**src/rtl/wdt_pkg.sv**
```systemverilog
package wdt_pkg;
  typedef struct packed {
    logic rst_en;
    logic irq_en;
  } wdt_mode_t;

  function automatic int unsigned clamp_sel(input int unsigned sel, input int unsigned max_sel);
    return (sel > max_sel) ? max_sel : sel;
  endfunction
endpackage

```
**src/rtl/wdt_cfg_guard.sv**
```systemverilog
module wdt_cfg_guard
  import wdt_pkg::*;
#(
  parameter int SEL_W      = 4,
  parameter int UNLOCK_WIN = 4
) (
  input  logic             clk,
  input  logic             rst_n,
  input  logic             we_i,
  input  logic             unlock_i,
  input  logic             rst_en_i,
  input  logic             irq_en_i,
  input  logic [SEL_W-1:0] sel_i,
  input  logic             timeout_i,
  output wdt_mode_t        mode_o,
  output logic [SEL_W-1:0] sel_o
);
  localparam int WIN_W = $clog2(UNLOCK_WIN + 1);

  logic [WIN_W-1:0] win_q;
  wdt_mode_t        mode_q;
  logic [SEL_W-1:0] sel_q;
  logic             win_open;
  logic             escalate;

  assign win_open = (win_q != '0);
  // combined mode: first timeout hands over from interrupt to reset
  assign escalate = timeout_i && mode_q.irq_en && mode_q.rst_en;

  always_ff @(posedge clk or negedge rst_n) begin
    if (!rst_n) begin
      win_q  <= '0;
      mode_q <= '0;
      sel_q  <= '0;
    end else begin
      if (we_i && unlock_i) begin
        win_q <= WIN_W'(UNLOCK_WIN);
      end else if (we_i && win_open) begin
        mode_q.rst_en <= rst_en_i;
        mode_q.irq_en <= irq_en_i;
        sel_q         <= sel_i;
        win_q         <= '0;
      end else begin
        if (we_i) begin
          mode_q.irq_en <= irq_en_i;
          mode_q.rst_en <= mode_q.rst_en | rst_en_i;
        end
        if (win_open) win_q <= win_q - 1'b1;
      end
      if (escalate) mode_q.irq_en <= 1'b0;
    end
  end

  assign mode_o = mode_q;
  assign sel_o  = sel_q;

  assert_sel_locked_R8: assert property (@(posedge clk) disable iff (!rst_n)
    (we_i && !unlock_i && !win_open) |=> (sel_q == $past(sel_q)));
  assert_rst_sticky_R8: assert property (@(posedge clk) disable iff (!rst_n)
    (!win_open && mode_q.rst_en) |=> mode_q.rst_en);
  assert_window_closed_R9: assert property (@(posedge clk) disable iff (!rst_n)
    (!win_open && !(we_i && unlock_i)) |=> !win_open);
  assert_escalate_R7: assert property (@(posedge clk) disable iff (!rst_n)
    escalate |=> !mode_q.irq_en);
endmodule

```
**src/rtl/wdt_counter.sv**
```systemverilog
module wdt_counter #(
  parameter int SEL_W     = 4,
  parameter int BASE_LOG2 = 11,
  parameter int MAX_SEL   = 9
) (
  input  logic             clk,
  input  logic             rst_n,
  input  logic             active_i,
  input  logic             tick_i,
  input  logic             kick_i,
  input  logic [SEL_W-1:0] sel_i,
  output logic             timeout_o
);
  localparam int CNT_W = BASE_LOG2 + MAX_SEL + 1;
  localparam logic [CNT_W-1:0] BASE_CNT = CNT_W'(1) << BASE_LOG2;
  localparam logic [CNT_W-1:0] MAX_CNT  = BASE_CNT << MAX_SEL;

  logic [CNT_W-1:0] cnt_q;
  logic [CNT_W-1:0] cnt_inc;
  logic [CNT_W-1:0] limit;
  logic [SEL_W-1:0] eff_sel;

  always_comb begin
    eff_sel = (int'(sel_i) > MAX_SEL) ? SEL_W'(MAX_SEL) : sel_i;
    limit   = BASE_CNT << eff_sel;
    cnt_inc = cnt_q + 1'b1;
  end

  assign timeout_o = active_i && tick_i && !kick_i && (cnt_inc >= limit);

  always_ff @(posedge clk or negedge rst_n) begin
    if (!rst_n)                   cnt_q <= '0;
    else if (kick_i || !active_i) cnt_q <= '0;
    else if (tick_i)              cnt_q <= timeout_o ? '0 : cnt_inc;
  end

  assert_kick_clears_R4: assert property (@(posedge clk) disable iff (!rst_n)
    kick_i |=> (cnt_q == '0));
  assert_hold_no_tick_R4: assert property (@(posedge clk) disable iff (!rst_n)
    (active_i && !tick_i && !kick_i) |=> (cnt_q == $past(cnt_q)));
  assert_count_bound_R2: assert property (@(posedge clk) disable iff (!rst_n)
    cnt_q < MAX_CNT);
  assert_idle_zero_R1: assert property (@(posedge clk) disable iff (!rst_n)
    !active_i |=> (cnt_q == '0));
endmodule

```
**src/rtl/wdt_action.sv**
```systemverilog
module wdt_action
  import wdt_pkg::*;
(
  input  logic      clk,
  input  logic      rst_n,
  input  logic      timeout_i,
  input  wdt_mode_t mode_i,
  input  logic      flag_clr_i,
  output logic      irq_flag_o,
  output logic      reset_o
);
  logic flag_q, pulse_q;

  always_ff @(posedge clk or negedge rst_n) begin
    if (!rst_n) begin
      flag_q  <= 1'b0;
      pulse_q <= 1'b0;
    end else begin
      pulse_q <= timeout_i && mode_i.rst_en && !mode_i.irq_en;
      if (timeout_i && mode_i.irq_en) flag_q <= 1'b1;
      else if (flag_clr_i)            flag_q <= 1'b0;
    end
  end

  assign irq_flag_o = flag_q;
  assign reset_o    = pulse_q;

  assert_pulse_single_R6: assert property (@(posedge clk) disable iff (!rst_n)
    pulse_q |=> !pulse_q);
  assert_no_pulse_irq_R7: assert property (@(posedge clk) disable iff (!rst_n)
    (timeout_i && mode_i.irq_en) |=> (flag_q && !pulse_q));
  assert_flag_hold_R10: assert property (@(posedge clk) disable iff (!rst_n)
    (flag_q && !flag_clr_i) |=> flag_q);
endmodule

```
**src/rtl/wdog_timer.sv**
```systemverilog
module wdog_timer
  import wdt_pkg::*;
#(
  parameter int SEL_W      = 4,
  parameter int BASE_LOG2  = 11,
  parameter int MAX_SEL    = 9,
  parameter int UNLOCK_WIN = 4
) (
  input  logic             clk,
  input  logic             rst_n,
  input  logic             wd_tick,
  input  logic             kick,
  input  logic             cfg_we,
  input  logic             cfg_unlock,
  input  logic             cfg_rst_en,
  input  logic             cfg_irq_en,
  input  logic [SEL_W-1:0] cfg_sel,
  input  logic             flag_clr,
  output logic             irq_flag,
  output logic             wdt_reset
);
  wdt_mode_t        mode;
  logic [SEL_W-1:0] sel;
  logic             timeout;

  wdt_cfg_guard #(.SEL_W(SEL_W), .UNLOCK_WIN(UNLOCK_WIN)) u_cfg (
    .clk(clk), .rst_n(rst_n), .we_i(cfg_we), .unlock_i(cfg_unlock),
    .rst_en_i(cfg_rst_en), .irq_en_i(cfg_irq_en), .sel_i(cfg_sel),
    .timeout_i(timeout), .mode_o(mode), .sel_o(sel)
  );

  wdt_counter #(.SEL_W(SEL_W), .BASE_LOG2(BASE_LOG2), .MAX_SEL(MAX_SEL)) u_cnt (
    .clk(clk), .rst_n(rst_n), .active_i(mode.rst_en | mode.irq_en),
    .tick_i(wd_tick), .kick_i(kick), .sel_i(sel), .timeout_o(timeout)
  );

  wdt_action u_act (
    .clk(clk), .rst_n(rst_n), .timeout_i(timeout), .mode_i(mode),
    .flag_clr_i(flag_clr), .irq_flag_o(irq_flag), .reset_o(wdt_reset)
  );

  assert_stopped_quiet_R1: assert property (@(posedge clk) disable iff (!rst_n)
    !(mode.rst_en | mode.irq_en) |=> !wdt_reset);
endmodule

```
**config.mk**
```make
export PLATFORM = sky130hd
export DESIGN_NAME = wdog_timer
export DESIGN_NICKNAME = d
export VERILOG_FILES = /design/src/rtl/wdt_pkg.sv /design/src/rtl/wdt_cfg_guard.sv /design/src/rtl/wdt_counter.sv /design/src/rtl/wdt_action.sv /design/src/rtl/wdog_timer.sv
export SDC_FILE = /design/constraint.sdc
export NUM_CORES = 1
export LEC_CHECK = 0
export ABC_AREA = 1
export BUFFER_PORTS_ARGS = -buffer_cell sky130_fd_sc_hd__buf_2
export CORE_MARGIN = 1.5
export CORE_UTILIZATION = 45
export CTS_CLUSTER_SIZE = 10
export DETAILED_ROUTE_END_ITERATION = 7
export PLACE_DENSITY_LB_ADDON = 0.08
export SLEW_MARGIN = 10
export SYNTH_ARGS = -nofsm -noshare
export SYNTH_HDL_FRONTEND = slang
export SYNTH_SLANG_ARGS = --single-unit
```
**constraint.sdc**
```tcl
create_clock -name clk -period 3.4 [get_ports clk]
set_clock_uncertainty 0.05 [all_clocks]
set_input_delay 0.17 -clock clk [delete_from_list [all_inputs] [get_ports clk]]
set_output_delay 0.17 -clock clk [all_outputs]
set_load 0.01 [all_outputs]
```
==> key figures <==
Clocking
  • Clk buf depth: 2
  • Clk Latency, worst-skew pair: 0.29 ns
  • Number of cells upsized or downsized after cts: 0
  • CTS tree: yes
  • Sink Count: 32
  • Root buffer cell: clkbuf_8
  • Clk slew on worst S/H paths: 0.07 ns
  • CTS HTree Levels: 2
  • Total CTS buffers: 5

Synth
  • Synth Net Count: 303
  • Library cells used by synthesis: 28
  • Mapped cell area: 0.00212 sq mm
  • Avg Cell Area, Syn: 7.67 sq um
  • Post-synthesis sequential area ratio: 37.8%
  • Cells after Synth: 276
  • Yosys warns: 0
  • Yosys reg bits: 32

Die
  • Initial Util: 47.6%
  • IO Pins: 15
  • Core area: 0.00444 sq mm
  • # rows: 24
  • Die Span Y: 71.6 um
  • Horiz. Die Dim: 71.6 um
  • Die ar.: 0.00512 sq mm

Finish
  • Post-Layout Cell Count: 349
  • Nets@finish: 323
  • Share of layout cells above drive strength 1: 13.1%
  • Commonest cells after routing, fill and taps aside: nand2_1, inv_1, dfrtp_1
  • Area Overhead vs Synth: 10.6%
  • Commonest non-fill, non-tap cell in the layout: nand2_1
  • Antenna cells: 0
  • Final instance area: 0.00234 sq mm

Power
  • Leak: 1.08 nW
  • Max rail drop VDD: 0.262 mV
  • P per Cell Area: 486 mW/mm^2

Detailed routing
  • DRT Wirelength: 4510 um
  • Drt wl/cell: 12.9 um
  • # DRC: 0
  • DRT antenna net count: 0
  • First-pass iteration count of the detailed router: 5
  • Starting DRT DRC Count: 86
  • Via density: 5.09
  • Vias: 1777

Place
  • Placed Instances: 340
  • RePlAce Congestion: 0.821
  • Post-DP Area: 0.00224 sq mm
  • IO buf count: 14
  • Hpwl dp: 3370 um

Global route
  • GR Overflow Total: 0
  • Initial antenna violation count: 0
  • First-pass GRT wire length: 7820 um
  • Total GRT Usage: 19.8%
  • Largest net degree at the start of global routing: 33
  • Vias in the first global route: 1696

Run
  • Max-Cap Viols: 0

Setup path
  • R2R Path Start: u_cnt.cnt_q[0]
  • Crit-path max FO: 16
  • Reg2reg path depth: 19
  • Critical Path AT: 3.13 ns
  • Worst Setup End Kind: flop
  • FF-to-FF End: u_cnt.cnt_q[1]
  • Critical path startpoint category: flop
  • Critical Path Start: u_cnt.cnt_q[0]
  • R2R setup slack: 0.42 ns
  • Crit path required time: 3.55 ns
  • CP Class: reg -> reg

Timing
  • Crit path time final: 2.98 ns
  • Endpoints failing setup: 0
  • Slew @ Worst Pin: 0.873 ns
  • Setup tns final: 0 ns
  • Final hold violation count: 0
  • Period utilization: 87.7%
  • Fmax: 335 MHz
  • Max-slew violation count: 0
  • RSZ-0062 raised after global routing: no
  • Slew HR: 41.4%

Outcome
  • Status: finished, final reports clean

Hold path
  • Worst hold start: flag_clr
  • Hold EP: u_act.irq_flag_o
  • Worst hold-check path type: in -> reg
  • Hold path cells: 2
## cell type report
class	instances	area (sq um)
Clock buffer	8	90.1
Fill cell	452	2100
Inverter	46	173
Multi-Input combinational cell	196	1130
Sequential cell	32	801
Tap cell	52	65.1
Timing Repair Buffer	15	80.1
## worst max-delay path by stage
| stage | end | slack (ns) |
|---|---|---|
| floorplan | u_cnt.cnt_q[11] | 0.90 |
| global placement | u_cnt.cnt_q[1] | 0.44 |
| detailed placement | u_cnt.cnt_q[1] | 0.37 |
| CTS | u_cnt.cnt_q[1] | 0.36 |
| global route | u_cnt.cnt_q[15] | 0.06 |
| finish | u_cnt.cnt_q[1] | 0.42 |
## where the power goes
| group | switching (W) | internal (W) |
|---|---|---|
| logic | 0.000227 | 0.000120 |
| registers | 0.0000507 | 0.000435 |
| clock network | 0.000141 | 0.000165 |
## critical path, cell delays in order, from the launching register on
cell     delay (ns)
dfrtp_1        0.43
ha_1           0.24
nand3_1        0.16
inv_1          0.17
nand3_1        0.12
nor2_1         0.15
xor2_1         0.20
inv_1          0.06
ha_1           0.28
inv_1          0.05
nor2_1         0.04
nand2_1        0.05
nand2_1        0.05
nand2_1        0.05
nand2_1        0.04
nand2_1        0.08
nand3_2        0.30
inv_2          0.22
nand2_1        0.06
o21ai_0        0.07
## cell usage after synthesis
cell	count	area (sq um)
o211ai_1	1	7.51
nand3_2	3	30.0
o22ai_1	12	75.1
or2_0	1	6.26
nor2_4	3	33.8
o21ai_0	16	80.1
ha_1	14	175
nand4_1	11	68.8
nor3_1	9	45.0
o21a_1	1	7.51
o21ai_1	2	10.0
xnor2_1	1	8.76
nand3_1	6	30.0
o31ai_1	1	7.51
buf_2	2	10.0
a21oi_1	4	20.0
xor2_1	13	114
inv_1	42	158
nand2_1	67	251
o21ai_2	1	8.76
xor2_2	1	16.3
nor2_1	21	78.8
nor2_2	3	18.8
clkinv_1	1	3.75
nor3_2	2	20.0
nand2_2	3	18.8
dfrtp_1	32	801
inv_2	3	11.3
## stage by stage
stage	power [W]	hold slack, ns	setup slack (ns)	utilization, %
after floorplan	0.000750	-0.176	0.897	-
after global placement	0.000841	0.238	0.437	50.4
after detailed placement	0.000844	0.243	0.372	50.4
after CTS	0.00115	0.0156	0.363	52.7
after global routing	0.00124	0.0105	0.0591	52.7
final	0.00114	0.0198	0.417	52.7
## sequential cells by signal (all words and copies together) (netlist names)
signal and flops:
u_cfg.win_q 3, u_act.reset_o 1, u_cfg.sel_o 4, u_cfg.mode_o 2, u_act.irq_flag_o 1, u_cnt.cnt_q 21
## repair_timing
action,in CTS,in global routing
endpoints found under the hold margin,32,0
setup buffers,0,0
hold buffers,1,0
## layer usage
metal	GRT usage (%)	wire, um	part of all wire (%)	vias up
li1	-	-	-	939
met1	28.0	2290	51	807
met2	30.6	1980	44	26
met3	4.22	176	3.9	5
met4	6.29	59	1.3	0
met5	0	0	0	-
## logic make-up (layout without fill, tap and decap cells)
group,after synthesis,after routing,share of synthesized area (%)
flops,32,32,37.8
simple gates,129,129,28.4
xor+xnor,15,15,6.56
buf+inv,48,69,8.63
fa+ha+maj,14,14,8.28
compound gates,38,38,10.2
No activity file was read; power rests on OpenSTA's default activity.
